==> src/rtl/ctr_src_router.sv <==
module ctr_src_router #(
  parameter int         GROUPS   = 3,
  parameter int         CTRS     = 2,
  parameter int         CHANS    = 3,
  parameter int         PRE      = 4,
  parameter logic [5:0] CLK_BASE = 6'h18,
  parameter logic [5:0] ENH_ADDR = 6'h20
) (
  input  logic                           clk,
  input  logic                           rst_n,
  input  logic                           wr_en,
  input  logic [5:0]                     wr_addr,
  input  logic [7:0]                     wr_data,
  input  logic [GROUPS*CTRS*CHANS-1:0]   ext_clk,
  input  logic [GROUPS*CTRS*CHANS-1:0]   ext_gate,
  output logic [GROUPS*CTRS*CHANS-1:0]   clk_en,
  output logic [GROUPS*CTRS*CHANS-1:0]   gate_out
);
  localparam int         NCH       = GROUPS * CTRS * CHANS;
  localparam int         IW        = $clog2(NCH);
  localparam int         PW        = $clog2(PRE);
  localparam int         NDEC      = 4;
  localparam logic [5:0] GATE_BASE = CLK_BASE + 6'(GROUPS);
  localparam logic [5:0] GATE_END  = GATE_BASE + 6'(GROUPS);

  logic             enh;
  logic [NCH*5-1:0] csel, gsel;
  logic [NCH-1:0]   ext_q;
  logic [PW-1:0]    pre;
  logic [NDEC:0]    tick;
  logic [IW-1:0]    wr_idx;

  wire [4:0] wr_src  = {wr_data[7:6], wr_data[2:0]};
  wire [1:0] wr_ch   = wr_data[4:3];
  wire       is_clk  = (wr_addr >= CLK_BASE) && (wr_addr < GATE_BASE);
  wire       is_gate = (wr_addr >= GATE_BASE) && (wr_addr < GATE_END);
  wire       accept  = wr_en && (int'(wr_ch) < CHANS) && (enh || wr_src < 5'd8);
  wire       clk_wr  = accept && is_clk;
  wire       gate_wr = accept && is_gate;
  wire       t20     = pre[0];

  always_comb begin
    int g;
    g = is_clk ? int'(wr_addr - CLK_BASE) : int'(wr_addr - GATE_BASE);
    wr_idx = IW'((g * CTRS + int'(wr_data[5])) * CHANS + int'(wr_ch));
  end

  always_ff @(posedge clk) begin
    if (!rst_n) begin
      enh   <= 1'b0;
      csel  <= '0;
      gsel  <= '0;
      ext_q <= '0;
    end else begin
      if (wr_en && wr_addr == ENH_ADDR) enh <= wr_data[0];
      if (clk_wr)  csel[int'(wr_idx)*5 +: 5] <= wr_src;
      if (gate_wr) gsel[int'(wr_idx)*5 +: 5] <= wr_src;
      ext_q <= ext_clk;
    end
  end

  always_ff @(posedge clk) begin
    if (!rst_n)                  pre <= '0;
    else if (pre == PW'(PRE-1))  pre <= '0;
    else                         pre <= pre + 1'b1;
  end

  assign tick[0] = (pre == PW'(PRE-1));

  for (genvar k = 0; k < NDEC; k++) begin : g_dec
    logic [3:0] d;
    always_ff @(posedge clk) begin
      if (!rst_n)       d <= '0;
      else if (tick[k]) d <= (d == 4'd9) ? 4'd0 : d + 4'd1;
    end
    assign tick[k+1] = tick[k] && (d == 4'd9);
  end

  for (genvar i = 0; i < NCH; i++) begin : g_ch
    wire [4:0] cs = csel[i*5 +: 5];
    wire [4:0] gs = gsel[i*5 +: 5];
    logic c;
    always_comb begin
      case (cs)
        5'd0:    c = ext_clk[i] & ~ext_q[i];
        5'd1:    c = tick[0];
        5'd2:    c = tick[1];
        5'd3:    c = tick[2];
        5'd4:    c = tick[3];
        5'd5:    c = tick[4];
        5'd11:   c = enh & t20;
        default: c = 1'b0;
      endcase
    end
    assign clk_en[i]   = c;
    assign gate_out[i] = (gs == 5'd0) | ((gs == 5'd1) & ext_gate[i]);
  end

  AST_BAD_CHAN_IGNORED: assert property (@(posedge clk) disable iff (!rst_n)
    (wr_en && wr_ch == 2'd3) |=> ($stable(csel) && $stable(gsel)));
  AST_BAD_SRC_IGNORED: assert property (@(posedge clk) disable iff (!rst_n)
    (wr_en && !enh && wr_src > 5'd7) |=> ($stable(csel) && $stable(gsel)));
  AST_CLK_WRITE_TAKES: assert property (@(posedge clk) disable iff (!rst_n)
    clk_wr |=> (csel[int'($past(wr_idx))*5 +: 5] == $past(wr_src)));

  for (genvar k = 1; k <= NDEC; k++) begin : g_ast
    AST_REF_ONE_CYCLE: assert property (@(posedge clk) disable iff (!rst_n)
      tick[k] |=> !tick[k]);
  end
endmodule

==> config.mk <==
export PLATFORM = sky130hd
export DESIGN_NAME = ctr_src_router
export DESIGN_NICKNAME = d
export VERILOG_FILES = /design/src/rtl/ctr_src_router.sv
export SDC_FILE = /design/constraint.sdc
export NUM_CORES = 1
export LEC_CHECK = 0
export ABC_CLOCK_PERIOD_IN_PS = 12700
export CORE_MARGIN = 1.5
export CORE_UTILIZATION = 45
export CTS_CLUSTER_DIAMETER = 200
export CTS_CLUSTER_SIZE = 14
export DETAILED_ROUTE_END_ITERATION = 16
export PLACE_DENSITY = 0.73
export SLEW_MARGIN = 10
export SYNTH_ARGS = -nofsm -noshare
export SYNTH_HDL_FRONTEND = slang
export SYNTH_SLANG_ARGS = --single-unit
==> constraint.sdc <==
create_clock -name clk -period 12.7 [get_ports clk]
set_input_delay 1.905 -clock clk [delete_from_list [all_inputs] [get_ports clk]]
set_output_delay 1.905 -clock clk [all_outputs]
set_load 0.01 [all_outputs]
==> impl.org <==
** CTS
- Cell at the root of the clock tree :: clkbuf_16
- Buffers from clock root to sink, at most :: 3
- Worst skew pair latency :: 0.51 ns
- Clock transition at the registers of the reported paths :: 0.06 ns
- Total of hold buffers inserted after clock tree synthesis :: 0
- Once the clock tree was built, the setup fixing pass inserted 0 buffers.
- Cells resized by post-CTS repair :: 0
- TritonCTS clock tree :: done
- The tree built by TritonCTS fans out to 217 sinks.
- H-tree levels :: 1
- In this run, CTS created clock tree buffers numbering 19.

** Synth
- Asr flop ratio synth :: 0
- Portion of the post-synthesis area used by sequential elements :: 0.424
- The cell area that synthesis handed to floorplanning was 10200 um2.
- Number of enable flip-flop cells after synthesis :: 0
- After synthesis the netlist holds a flip-flop and latch count of 217.
- Most used flip-flop cell after synthesis :: dfxtp_1
- Average cell area after synthesis :: 8.93 um2
- Number of nets in the synthesized netlist :: 1217
- Gate Count Post-Synth :: 1147
- Number of unique standard cell types used by synthesis :: 53
- Synth warn :: 0

** STA
- Timing would allow up to 0.158 GHz.
- Post-route setup TNS :: 0 ns
- For the final database, setup skew stands at 0.0336 ns.
- Setup repair after global routing left no endpoint under its margin.
- Worst setup margin :: 6.36 ns
- The hold violation count in the final report was 0.
- Measured against its own limit, the worst slew margin works out to 0.262.
- The number of max-slew violations in the final report was 0.
- Period minus WS final :: 6.34 ns
- At the pin with the least slew margin, the transition time is 1.11 ns.
- Final number of setup-violating endpoints :: 0
- Final Cycle Share :: 0.499

** Setup path
- The worst register-to-register path begins at pre[0].
- Worst endpoint required time :: 10.80 ns
- Critical Path Sink Type :: primary output
- The critical path is of the reg2out type.
- Data arrives at the worst endpoint at 4.43 ns.
- STA classifies the critical path startpoint as a flop.
- Tracing the worst setup path back leads to its startpoint at pre[0].
- Along the worst path, the maximum fanout reaches 16.

** Route
- DRT iter0 DRCs :: 401
- Drc violations :: 0
- Vias after detailed routing :: 8265
- Wires add up to 25000 um.
- The first detailed-routing pass took 5 iterations.
- Using the TritonRoute via totals, the vias-per-cell ratio works out to 5.60.
- After detailed routing, the average wire length per cell comes to 17.0 um.
- The count of nets left with antenna violations once routing finished came out at 0.

** Floorplan
- Die Height :: 154 um
- Site Rows :: 55
- Pin placement for this block handled 89 I/O pins.
- Core area :: 22500 um2
- The die is 154 um wide.
- Initial standard-cell utilization of the core :: 0.455
- The die covers 23700 um2.

** Cells and area
- Antenna diode count :: 0
- Summing all non-filler instances in the final layout gives an area of 11700 um2.
- The filler cells instantiated in the layout total 2060.
- Ratio of cells with drive above 1 in the final layout :: 0.0403
- At the end of the flow, the number of nets in the layout was 1261.
- Area growth from synthesis to final layout :: 14.2%

** GRT
- GRT met2 Usage :: 0.364
- Via count of the first global-routing pass :: 7922
- In the global route stage, overall resource usage came out at 0.211.
- Maximum number of pins on one net before global-route repair :: 97
- Antenna violations before repair :: 0
- Peak-usage layer in the global routing report :: met2
- The first global-routing pass estimated 40300 um of wire.
- Global routing finished with a remaining overflow of 0.
- For met1 alone, demand over resource in global routing was 0.270.
- Global routing usage on met3 :: 0.0285

** Outcome
- The flow ran to the end, and the final reports show no timing, DRC or antenna violations.

** Place
- Last weighted congestion value of the routability-driven placer :: 0.862
- Prior to clock tree synthesis, the placed netlist has a worst setup slack of 6.34 ns.
- Port buffering added 88 buffers.
- Post-placement cell area :: 11200 um2
- Final HPWL from detailed placement :: 17000 um

** Power and ir drop
- Leakage dissipation :: 4.91 nW
- Peak VDD IR :: 97.7 uV
- For this design the ratio of total power to cell area is 119 nW/um2.

** Worst hold path
- The tightest min-delay check is of the reg2reg type.
- Critical hold path startpoint :: gsel[44]

** Run
- # Max-Cap Violations :: 0
-- final timing paths --
path / depth (start not counted) / slack [ns] / end
max: 9 / 6.36 / clk_en[0]
min: 2 / 0.45 / gsel[44]
min reg2reg: 2 / 0.45 / gsel[44]
max reg2reg: 9 / 9.37 / g_dec[3].d[2]
-- where the power goes --
group | switching (mW) | internal [mW]
Sequential | 0.00152 | 0.685
Combinational | 0.121 | 0.0704
Clock | 0.244 | 0.267
Total | 0.366 | 1.02
-- area by class of cell --
class                           instances  area [um2]  area share
Clock buffer                           19         475      0.0407
Clock inverter                          2        17.5     0.00150
Inverter                               45         169      0.0145
Multi-Input combinational cell        811        5380       0.460
Sequential cell                       217        4340       0.372
Tap cell                              285         357      0.0305
Timing Repair Buffer                   97         950      0.0813
-- cells in the final DEF, fill, tap and decap left out, types with 3 or more instances in the layout --
| cell type | synthesis | layout |
|---|---|---|
| nand2_1 | 243 | 243 |
| dfxtp_1 | 217 | 217 |
| mux2i_1 | 182 | 182 |
| clkdlybuf4s50_1 | 0 | 87 |
| inv_1 | 45 | 45 |
| o21ai_0 | 45 | 45 |
| nand3_1 | 39 | 39 |
| a211oi_1 | 38 | 38 |
| nor2_1 | 34 | 34 |
| and2_1 | 31 | 31 |
| a21oi_1 | 25 | 25 |
| clkbuf_16 | 0 | 19 |
| nand4_1 | 18 | 18 |
| or4_1 | 18 | 18 |
| a221o_1 | 16 | 16 |
| ha_1 | 16 | 16 |
| xnor2_1 | 14 | 14 |
| nor2b_1 | 12 | 12 |
| nor3_1 | 10 | 10 |
| buf_4 | 19 | 9 |
| nand2b_1 | 6 | 6 |
| nor4b_1 | 6 | 6 |
| a32o_1 | 5 | 5 |
| a21boi_0 | 5 | 5 |
| xor2_1 | 4 | 4 |
| or3_1 | 3 | 3 |
| a211o_1 | 3 | 3 |
| nor3b_1 | 4 | 3 |
| nor3_2 | 3 | 3 |
| nand3_2 | 3 | 3 |
-- critical path, cell delays in order, from the launching register on --
cell             delay (ns)
dfxtp_1                0.35
ha_1                   0.28
nand2_1                0.15
nor3_1                 0.64
nand3_1                0.31
nor3b_2                0.70
buf_4                  0.40
nand2_1                0.09
a211oi_1               0.40
clkdlybuf4s50_1        0.62
-- cell usage after synthesis (2+ instances only) --
library cell	instances	area [um2]
nor3_2	3	30.0
nor2_1	34	128
nand4b_1	2	17.5
and3b_1	2	17.5
or2_2	2	12.5
nand3_1	39	195
nand2_1	243	912
buf_2	4	20.0
nand3_2	3	30.0
and2_1	31	194
mux2i_1	182	1820
a221o_1	16	160
nor4b_1	6	52.6
nor3_1	10	50.1
a32o_1	5	50.1
nand4_1	18	113
or3_1	3	18.8
a21oi_1	25	125
inv_1	45	169
clkbuf_1	50	188
a21boi_0	5	37.5
mux2_2	2	22.5
a211o_1	3	26.3
nor2b_1	12	75.1
nand2b_1	6	37.5
nor3b_1	4	30.0
xor2_1	4	35.0
dfxtp_1	217	4340
and2_0	2	12.5
a211oi_1	38	285
or4_1	18	135
o21ai_0	45	225
xnor2_1	14	123
nor4_1	2	12.5
buf_4	19	143
ha_1	16	200
-- per-layer routing --
metal  wire, um  vias up
li1           -     4062
met1      11100     3951
met2      12100      198
met3       1140       54
met4        741        0
met5          0        -
-- metrics by stage --
step	cells	hold WS, ns	util	power (mW)
6_report	1476	0.450	0.519	1.39
5_1_grt	1476	0.466	0.519	1.44
4_1_cts	1476	0.448	0.519	1.40
3_5_place_dp	1455	0.439	0.497	0.892
3_3_place_gp	1455	0.435	0.497	0.889
2_1_floorplan	1147	0.418	-	0.836
-- cell families after synthesis --
logic type	Yosys count	share of synthesized area
buffers and inverters	119	0.0511
XOR/XNOR	20	0.0193
AND/OR/NAND/NOR	445	0.209
adder cells (fa/ha/maj)	17	0.0215
multiplexers	184	0.180
AO/OA/AOI/OAI	145	0.0948
flip-flops	217	0.424
-- sequential cells by signal (all words and copies together), names as in the netlist --
| register | flops |
|---|---|
| enh | 1 |
| csel | 90 |
| gsel | 90 |
| g_dec.d | 16 |
| pre | 2 |
| ext_q | 18 |
No activity file was read; power rests on OpenSTA's default activity.
